===== src/rtl/tlb_repl_pkg.sv =====
package tlb_repl_pkg;
  localparam int unsigned ITLB_N     = 4;
  localparam int unsigned ITLB_IDX_W = $clog2(ITLB_N);
  localparam int unsigned AGE_W      = ITLB_N * (ITLB_N - 1) / 2;

  typedef logic [AGE_W-1:0] age_t;

  // bits examined when testing slot e as victim
  function automatic age_t victim_care(input int unsigned e);
    case (e)
      0:       return 6'b111000;
      1:       return 6'b100110;
      2:       return 6'b010101;
      default: return 6'b001011;
    endcase
  endfunction

  // value those bits must hold for slot e to be victim
  function automatic age_t victim_val(input int unsigned e);
    case (e)
      0:       return 6'b111000;
      1:       return 6'b000110;
      2:       return 6'b000001;
      default: return 6'b000000;
    endcase
  endfunction
endpackage


===== src/rtl/tlb_itlb_age.sv =====
module tlb_itlb_age
  import tlb_repl_pkg::*;
(
  input  logic                  clk_i,
  input  logic                  rst_ni,
  input  logic                  load_i,
  input  age_t                  load_val_i,
  input  logic                  touch_i,
  input  logic [ITLB_IDX_W-1:0] touch_idx_i,
  output logic [ITLB_IDX_W-1:0] victim_o,
  output logic                  err_o
);
  age_t              age_q, age_d;
  logic [ITLB_N-1:0] match;

  for (genvar e = 0; e < ITLB_N; e++) begin : g_match
    assign match[e] = (age_q & victim_care(e)) == victim_val(e);
  end

  always_comb begin
    victim_o = '0;
    for (int e = ITLB_N - 1; e >= 0; e--) begin
      if (match[e]) victim_o = ITLB_IDX_W'(e);
    end
    err_o = ~|match;
  end

  // a touched slot takes the inverse of its own victim pattern
  always_comb begin
    age_t care, val;
    care  = victim_care(int'(touch_idx_i));
    val   = victim_val(int'(touch_idx_i));
    age_d = age_q;
    if (load_i)       age_d = load_val_i;
    else if (touch_i) age_d = (age_q & ~care) | (care & ~val);
  end

  always_ff @(posedge clk_i or negedge rst_ni) begin
    if (!rst_ni) age_q <= '0;
    else         age_q <= age_d;
  end
endmodule


===== src/rtl/tlb_utlb_ctr.sv =====
module tlb_utlb_ctr #(
  parameter int unsigned CNT_W = 6
) (
  input  logic             clk_i,
  input  logic             rst_ni,
  input  logic             load_i,
  input  logic [CNT_W-1:0] load_cnt_i,
  input  logic [CNT_W-1:0] load_lim_i,
  input  logic             step_i,
  output logic [CNT_W-1:0] cnt_o
);
  logic [CNT_W-1:0] cnt_q, lim_q;
  logic [CNT_W:0]   inc;
  logic             wrap;

  assign inc   = {1'b0, cnt_q} + (CNT_W+1)'(1);
  assign wrap  = ((lim_q != '0) && (inc > {1'b0, lim_q})) || inc[CNT_W];
  assign cnt_o = cnt_q;

  always_ff @(posedge clk_i or negedge rst_ni) begin
    if (!rst_ni) begin
      cnt_q <= '0;
      lim_q <= '0;
    end else if (load_i) begin
      cnt_q <= load_cnt_i;
      lim_q <= load_lim_i;
    end else if (step_i) begin
      cnt_q <= wrap ? '0 : inc[CNT_W-1:0];
    end
  end
endmodule


===== src/rtl/tlb_repl_ptr.sv =====
module tlb_repl_ptr
  import tlb_repl_pkg::*;
#(
  parameter int unsigned CNT_W = 6
) (
  input  logic                  clk_i,
  input  logic                  rst_ni,
  input  logic                  reg_we_i,
  input  logic [AGE_W-1:0]      reg_age_i,
  input  logic [CNT_W-1:0]      reg_lim_i,
  input  logic [CNT_W-1:0]      reg_cnt_i,
  input  logic                  itlb_hit_i,
  input  logic [ITLB_IDX_W-1:0] itlb_hit_idx_i,
  input  logic                  itlb_refill_i,
  input  logic                  utlb_acc_i,
  output logic [ITLB_IDX_W-1:0] itlb_victim_o,
  output logic [CNT_W-1:0]      utlb_cnt_o,
  output logic                  age_err_o
);
  logic                  touch;
  logic [ITLB_IDX_W-1:0] touch_idx;

  // refill claims the victim slot ahead of a hit report
  assign touch     = itlb_refill_i | itlb_hit_i;
  assign touch_idx = itlb_refill_i ? itlb_victim_o : itlb_hit_idx_i;

  tlb_itlb_age u_age (
    .clk_i       (clk_i),
    .rst_ni      (rst_ni),
    .load_i      (reg_we_i),
    .load_val_i  (reg_age_i),
    .touch_i     (touch),
    .touch_idx_i (touch_idx),
    .victim_o    (itlb_victim_o),
    .err_o       (age_err_o)
  );

  tlb_utlb_ctr #(.CNT_W(CNT_W)) u_ctr (
    .clk_i      (clk_i),
    .rst_ni     (rst_ni),
    .load_i     (reg_we_i),
    .load_cnt_i (reg_cnt_i),
    .load_lim_i (reg_lim_i),
    .step_i     (utlb_acc_i),
    .cnt_o      (utlb_cnt_o)
  );
endmodule


===== config.mk =====
export PLATFORM = sky130hd
export DESIGN_NAME = tlb_repl_ptr
export DESIGN_NICKNAME = d
export VERILOG_FILES = /design/src/rtl/tlb_repl_pkg.sv /design/src/rtl/tlb_itlb_age.sv /design/src/rtl/tlb_utlb_ctr.sv /design/src/rtl/tlb_repl_ptr.sv
export SDC_FILE = /design/constraint.sdc
export NUM_CORES = 1
export LEC_CHECK = 0
export ABC_AREA = 1
export BUFFER_PORTS_ARGS = -buffer_cell sky130_fd_sc_hd__buf_2
export CAP_MARGIN = 20
export CELL_PAD_IN_SITES_DETAIL_PLACEMENT = 1
export CELL_PAD_IN_SITES_GLOBAL_PLACEMENT = 1
export CORE_UTILIZATION = 36
export CTS_CLUSTER_SIZE = 14
export DETAILED_ROUTE_END_ITERATION = 8
export HOLD_SLACK_MARGIN = 0.15
export PLACE_DENSITY_LB_ADDON = 0.1
export SLEW_MARGIN = 25
export SYNTH_ARGS = -nofsm -noshare
export SYNTH_HDL_FRONTEND = slang
export SYNTH_HIERARCHICAL = 1
export SYNTH_SLANG_ARGS = --single-unit

===== constraint.sdc =====
create_clock -name clk_i -period 2.3 [get_ports clk_i]
set_input_delay 0 -clock clk_i [delete_from_list [all_inputs] [get_ports clk_i]]
set_output_delay 0 -clock clk_i [all_outputs]
set_load 0.01 [all_outputs]

==> reports/qor.json, run 1 <==
{
  "path_max_fanout": {"value": 6},
  "grt_max_degree": {"value": 30},
  "grtUsageTotal": {"value": 0.223},
  "tritoncts": {"value": "done"},
  "postSynthRegisterBits": {"value": 18},
  "hp-class": {"value": "in2async"},
  "viasPerCell": {"value": 4.76},
  "crit_path_start_kind": {"value": "flip-flop"},
  "firstDrtPassIters": {"value": 4},
  "outcome": {"value": "finished clean"},
  "numPortBuffers": {"value": 34},
  "min_period_over_period": {"value": 0.896},
  "dr.max_layer_used": {"value": "met4"},
  "p_sw": {"value": 367, "unit": "uW"},
  "chip_height": {"value": 61.2, "unit": "um"},
  "mostFrequentLayoutCells": {"value": "sky130_fd_sc_hd__nand2_1 (61), sky130_fd_sc_hd__buf_2 (34), sky130_fd_sc_hd__dlygate4sd3_1 (25), sky130_fd_sc_hd__inv_1 (16), sky130_fd_sc_hd__dfrtp_1 (16)"},
  "total_power": {"value": 996, "unit": "uW"},
  "cp_data_required_time": {"value": 2.49, "unit": "ns"},
  "irDropWorstVdd": {"value": 362, "unit": "uV"},
  "first_global_vias": {"value": 1367},
  "gpl.final_weighted_congestion": {"value": 0.807},
  "power.share.clock": {"value": 0.197},
  "worst_case_register_to_register_setup_slack": {"value": 0.24, "unit": "ns"},
  "worst_skew_pair.late_latency": {"value": 0.30, "unit": "ns"},
  "synth_sequential_area_ratio": {"value": 0.357},
  "io_pins": {"value": 35},
  "fill_cells": {"value": 455},
  "static-leakage-power": {"value": 0.966, "unit": "nW"},
  "clock-root-buffer": {"value": "sky130_fd_sc_hd__clkbuf_4"},
  "coreArea": {"value": 0.00334, "unit": "mm2"},
  "detail_route.drc_violations": {"value": 0},
  "synth_cell_types": {"value": 23},
  "globalRoute.totalOverflow": {"value": 0},
  "critPathArrivalTime": {"value": 2.25, "unit": "ns"},
  "internal_power": {"value": 629, "unit": "uW"},
  "h-tree-depth": {"value": 1},
  "number_of_max_slew_violations_in_the_final_report": {"value": 0},
  "layout_area_growth_over_synthesis": {"value": 40.8, "unit": "%"},
  "row_count": {"value": 21},
  "floorplan.die_area": {"value": 0.00375, "unit": "mm2"},
  "power-per-cell-area": {"value": 560, "unit": "mW/mm2"},
  "mostFrequentLayoutCell": {"value": "sky130_fd_sc_hd__nand2_1"},
  "die_w": {"value": 61.2, "unit": "um"},
  "final_layout_size_suffix_gt1_frac": {"value": 0.233},
  "detail_route.iter0.violations": {"value": 24},
  "yosysWarningCount": {"value": 6},
  "net_count_of_the_mapped_netlist": {"value": 214},
  "tightestPinTransition": {"value": 0.570, "unit": "ns"},
  "clock_sinks": {"value": 18},
  "rsz0062_at_grt": {"value": "false"},
  "route.layer.met1.wl": {"value": 1750, "unit": "um"},
  "synth_top_cells_by_area": {"value": "sky130_fd_sc_hd__dfrtp_1 (36%), sky130_fd_sc_hd__nand2_1 (18%), sky130_fd_sc_hd__ha_1 (9.9%), sky130_fd_sc_hd__nand3_1 (5.9%), sky130_fd_sc_hd__inv_1 (4.8%)"},
  "setup_tns": {"value": 0, "unit": "ns"},
  "finalSetupViolCount": {"value": 0},
  "met2WireLength": {"value": 1830, "unit": "um"},
  "min_period": {"value": 2.06, "unit": "ns"},
  "totalWireLength": {"value": 3720, "unit": "um"},
  "net_count_final": {"value": 277},
  "maxClockFrequency": {"value": 485, "unit": "MHz"},
  "number_of_instances_in_the_synthesized_netlist": {"value": 178},
  "finClkSkew": {"value": 0.00197, "unit": "ns"},
  "route.vias.total": {"value": 1362},
  "setup.worst_path.end_class": {"value": "flip-flop"},
  "dp_hpwl": {"value": 2590, "unit": "um"},
  "number_of_antenna_violations_at_the_first_check_in_global_routing": {"value": 0},
  "slew_headroom": {"value": 0.620},
  "cts_made_buffers": {"value": 3},
  "power.switching_fraction": {"value": 0.368},
  "ant_nets": {"value": 0},
  "antennaDiodeCount": {"value": 0},
  "floorplan.initialDensity": {"value": 0.378},
  "max_cap_viol_count": {"value": 0},
  "met3RoutedLength": {"value": 129, "unit": "um"},
  "grt_first_pass_wirelength": {"value": 6060, "unit": "um"},
  "yosys.area.top_type": {"value": "sky130_fd_sc_hd__dfrtp_1"},
  "p_seq_frac": {"value": 0.403},
  "share_comb_of_total_power": {"value": 0.400},
  "clk_path_buf_depth": {"value": 2},
  "timing_worst_setup_path_type": {"value": "reg2reg"},
  "synth_area": {"value": 0.00126, "unit": "mm2"},
  "cts.reportedPaths.clkPinSlew": {"value": 0.10, "unit": "ns"},
  "synth_top_area_share": {"value": 0.357},
  "timing.final.hold_violations": {"value": 0},
  "synth_area_per_inst": {"value": 7.09, "unit": "um2"},
  "detail_route.wl_per_cell": {"value": 13.0, "unit": "um"}
}
## through the flow
stage                     hold slack [ns]  instance area [um2]  cells  worst slack (ns)   util
after floorplan                    -0.296                 1260    178             0.400      -
after global placement            -0.0451                 1470    255             0.330  0.439
after detailed placement          -0.0414                 1470    255             0.205  0.439
after CTS                           0.165                 1750    284             0.188  0.525
after global routing                0.202                 1780    286            0.0274  0.533
final                               0.167                 1780    286             0.239  0.533
## metal layers
layer,GRT usage,vias to the layer above
li1,-,694
met2,0.390,29
met4,0.0390,0
met5,0,-
met3,0.0483,2
met1,0.285,637
## cell families (layout without fill, tap and decap cells)
logic type	after synthesis	in the layout	share of synthesized area
AOI/OAI and AO/OA	20	20	0.0912
xor gates and xnor gates	3	3	0.0208
adders and majority gates	10	10	0.0991
buffers and inverters	28	90	0.100
DFF	18	18	0.357
and+or+nand+nor	99	99	0.332
## path summary, 6_finish.rpt
path / from / end / depth (start not counted)
max in group asynchronous: rst_ni / u_ctr/cnt_o[1] / 2
max: u_ctr/cnt_o[1] / u_ctr/cnt_o[4] / 14
min in group clk_i: utlb_acc_i / u_ctr/cnt_o[0] / 5
min reg2reg: u_ctr/lim_q[3] / u_ctr/lim_q[3] / 2
min: rst_ni / asynchronous set/reset pin / 2
max reg2reg: u_ctr/cnt_o[1] / u_ctr/cnt_o[4] / 14
## what timing repair did
action,4_1_cts,5_1_grt
endpoints found under the hold margin,36,0
setup buffers,0,2
gates resized for setup,0,3
endpoints found under the setup margin,0,6
hold buffers,25,0
## Yosys cell counts, drive strengths merged
library cell / count
nand3: 16
o21ai: 10
ha: 10
buf: 4
nand3b: 1
inv: 24
nand4: 3
xor2: 3
nand2: 63
dfrtp: 18
nor2: 14
a21oi: 4
or2: 1
nor3: 1
a22oi: 6
## cell type report
class	instances	area (um2)	area share
repair buffers	62	443	0.249
inverters	24	95.1	0.0535
well taps	46	57.6	0.0324
flip-flops and latches	18	453	0.255
multi-input cells	132	693	0.390
clock buffers	4	36.3	0.0204
## worst max-delay path: stages (launching register included)
cell                      delay (ns)
sky130_fd_sc_hd__dfrtp_2        0.45
sky130_fd_sc_hd__ha_1           0.22
sky130_fd_sc_hd__nand3_1        0.15
sky130_fd_sc_hd__xor2_2         0.17
sky130_fd_sc_hd__inv_1          0.07
sky130_fd_sc_hd__ha_1           0.30
sky130_fd_sc_hd__nand2_1        0.07
sky130_fd_sc_hd__inv_1          0.05
sky130_fd_sc_hd__nand2_1        0.05
sky130_fd_sc_hd__nand2_1        0.05
sky130_fd_sc_hd__nand2_1        0.04
sky130_fd_sc_hd__nand2_1        0.06
sky130_fd_sc_hd__nand2_2        0.09
sky130_fd_sc_hd__nand3_1        0.11
sky130_fd_sc_hd__nand2_1        0.07
## power groups by stage
stage | clock network, mW | logic, mW | registers (mW)
5_1_grt | 0.214 | 0.460 | 0.407
4_1_cts | 0.206 | 0.387 | 0.401
2_1_floorplan | 0 | 0.226 | 0.401
6_report | 0.197 | 0.398 | 0.401
3_5_place_dp | 0 | 0.349 | 0.407
3_3_place_gp | 0 | 0.333 | 0.404
Power figures use the tool's default switching activity.
==> run 2: changes to the inputs <==
CORE_ASPECT_RATIO = 0.6   (was not set)
==> run 2 against run 1 <==
Non-clock buffer count is 4 lower. Clock skew is 0.0016 ns higher. Sequential share of layout area is 0.46 points higher. Highest routed layer is now met3.
==> reports/qor.json, run 2 (synthesized netlist as in run 1, its figures left out) <==
{
  "floorplan.initialDensity": {"value": 0.382},
  "layoutNonFillerInstCount": {"value": 281},
  "globalRoute.totalOverflow": {"value": 0},
  "setup.worst_path.end_class": {"value": "flip-flop"},
  "power.share.clock": {"value": 0.246},
  "p_seq_frac": {"value": 0.375},
  "viasPerCell": {"value": 4.86},
  "number_of_max_slew_violations_in_the_final_report": {"value": 0},
  "internal_power": {"value": 679, "unit": "uW"},
  "irDropWorstVdd": {"value": 389, "unit": "uV"},
  "power.switching_fraction": {"value": 0.368},
  "row_count": {"value": 16},
  "rr_startpoint": {"value": "u_ctr/cnt_o[0]"},
  "floorplan.die_area": {"value": 0.00376, "unit": "mm2"},
  "power-per-cell-area": {"value": 617, "unit": "mW/mm2"},
  "static-leakage-power": {"value": 0.963, "unit": "nW"},
  "grt_max_degree": {"value": 30},
  "p_sw": {"value": 396, "unit": "uW"},
  "coreArea": {"value": 0.00330, "unit": "mm2"},
  "multiInputGateArea": {"value": 686, "unit": "um2"},
  "gpl.final_weighted_congestion": {"value": 0.839},
  "clk_path_buf_depth": {"value": 2},
  "numPortBuffers": {"value": 34},
  "die_w": {"value": 78.5, "unit": "um"},
  "placed_cells_incl_taps": {"value": 255},
  "layout_area_growth_over_synthesis": {"value": 38.0, "unit": "%"},
  "fill_cells": {"value": 443},
  "worst_case_register_to_register_setup_slack": {"value": 0.14, "unit": "ns"},
  "io_pins": {"value": 35},
  "mostFrequentLayoutCell": {"value": "sky130_fd_sc_hd__nand2_1"},
  "critPathArrivalTime": {"value": 2.31, "unit": "ns"},
  "clock_sinks": {"value": 18},
  "total_power": {"value": 1.08, "unit": "mW"},
  "max_cap_viol_count": {"value": 0},
  "tightestPinTransition": {"value": 0.569, "unit": "ns"},
  "firstDrtPassIters": {"value": 4},
  "max_stage_delay": {"value": 0.43, "unit": "ns"},
  "detail_route.drc_violations": {"value": 0},
  "number_of_antenna_violations_at_the_first_check_in_global_routing": {"value": 0},
  "dp_hpwl": {"value": 2920, "unit": "um"},
  "share_comb_of_total_power": {"value": 0.379},
  "reg2regPathDepth": {"value": 14},
  "cp_data_required_time": {"value": 2.45, "unit": "ns"},
  "h-tree-depth": {"value": 1},
  "grt_first_pass_wirelength": {"value": 6490, "unit": "um"},
  "worst_skew_pair.late_latency": {"value": 0.26, "unit": "ns"},
  "hp-class": {"value": "in2reg"},
  "timing.critical_path.mode_cell": {"value": "sky130_fd_sc_hd__nand2_1"},
  "timing_worst_setup_path_type": {"value": "reg2reg"},
  "antennaDiodeCount": {"value": 0},
  "slew_headroom": {"value": 0.620},
  "tritoncts": {"value": "done"},
  "totalWireLength": {"value": 4030, "unit": "um"},
  "maxClockFrequency": {"value": 463, "unit": "MHz"},
  "min_period": {"value": 2.16, "unit": "ns"},
  "ant_nets": {"value": 0},
  "first_global_vias": {"value": 1326},
  "layout.area.seq": {"value": 452, "unit": "um2"},
  "route.vias.total": {"value": 1366},
  "outcome": {"value": "finished clean"},
  "final_core_util": {"value": 0.527},
  "hold_path_end": {"value": "u_ctr/cnt_o[3]"},
  "path_max_fanout": {"value": 6},
  "detail_route.iter0.violations": {"value": 71},
  "cts_made_buffers": {"value": 3},
  "worst_r2r_endpoint": {"value": "u_ctr/cnt_o[2]"},
  "finClkSkew": {"value": 0.00356, "unit": "ns"},
  "worstHoldStart": {"value": "utlb_acc_i"},
  "cts.reportedPaths.clkPinSlew": {"value": 0.07, "unit": "ns"},
  "net_count_final": {"value": 273},
  "slowest_stage": {"value": "sky130_fd_sc_hd__dfrtp_2"},
  "clock-root-buffer": {"value": "sky130_fd_sc_hd__clkbuf_8"},
  "mostFrequentLayoutCells": {"value": "sky130_fd_sc_hd__nand2_1 (61), sky130_fd_sc_hd__buf_2 (34), sky130_fd_sc_hd__dlygate4sd3_1 (19), sky130_fd_sc_hd__dfrtp_1 (17), sky130_fd_sc_hd__inv_1 (16)"},
  "crit_path_start_kind": {"value": "flip-flop"},
  "timing.final.hold_violations": {"value": 0},
  "hold_depth": {"value": 4},
  "final_layout_size_suffix_gt1_frac": {"value": 0.237},
  "crit_chain": {"value": "ha_1 > nand3_1 > xor2_1 > inv_1 > ha_1 > nand2_1 > inv_1 > nand2_1 > nand2_1 > nand2_1 > nand2_1 > nand2_2 > nand3_1 > nand2_1"},
  "chip_height": {"value": 47.9, "unit": "um"},
  "detail_route.wl_per_cell": {"value": 14.3, "unit": "um"},
  "min_period_over_period": {"value": 0.939},
  "finalSetupViolCount": {"value": 0},
  "grtUsageTotal": {"value": 0.236}
}
## run 2: cell types whose count changed in the layout (fill, tap and decap cells not counted), sizes merged
cell / previous run / this run
buf: 37 / 39
dlygate4sd3: 25 / 19
## run 2: what timing repair did
item	CTS	global route
setup endpoints to repair	0	6
setup buffers	0	3
hold buffers	19	0
gates resized for setup	0	1
endpoints found under the hold margin	36	0
## run 2: how the worst max path moves through the flow
stage                   startpoint  cells past startpoint  slack [ns]             end
finish              u_ctr/cnt_o[0]                     14        0.14  u_ctr/cnt_o[2]
global route        u_ctr/cnt_o[1]                     14       -0.01  u_ctr/cnt_o[0]
CTS                 u_ctr/cnt_o[0]                     14        0.08  u_ctr/cnt_o[0]
detailed placement  u_ctr/cnt_o[0]                     14        0.18  u_ctr/cnt_o[4]
global placement    u_ctr/cnt_o[0]                     14        0.32  u_ctr/cnt_o[1]
floorplan           u_ctr/cnt_o[0]                     14        0.40  u_ctr/cnt_o[4]
## run 2: cell type report
cell class | count | share of cell area
Multi-Input combinational cell | 132 | 0.394
Sequential cell | 18 | 0.259
Timing Repair Buffer | 58 | 0.228
Inverter | 24 | 0.0546
Tap cell | 45 | 0.0323
Clock buffer | 4 | 0.0316
## run 2: through the flow
step	hold WS, ns	worst slack [ns]	instance area, um2	setup TNS (ns)
finish	0.186	0.140	1740	0
global route	0.204	-0.0107	1740	-0.0115
CTS	0.180	0.0839	1720	0
detailed placement	-0.0356	0.181	1470	0
global placement	-0.0399	0.324	1470	0
floorplan	-0.296	0.400	1260	0
## run 2: per-layer routing
layer,vias to the layer above,track usage,share of wire
li1,684,-,-
met1,650,0.318,0.49
met2,32,0.414,0.46
met3,0,0.0514,0.046
met4,0,0.0222,0
met5,-,0,0
## run 2: power by group through the flow
stage	registers, mW	clock network (mW)	logic (mW)
3_3_place_gp	0.405	0	0.341
4_1_cts	0.405	0.271	0.390
5_1_grt	0.410	0.282	0.462
2_1_floorplan	0.401	0	0.226
6_report	0.403	0.265	0.407
3_5_place_dp	0.410	0	0.358
## run 2: worst max-delay path: cells and delay by family (launching register included)
kind                       cells  cell delay, ns
xor gates and xnor gates       1            0.20
and+or+nand+nor                9            0.70
buffers and inverters          2            0.17
DFF                            1            0.43
adders and majority gates      2            0.54
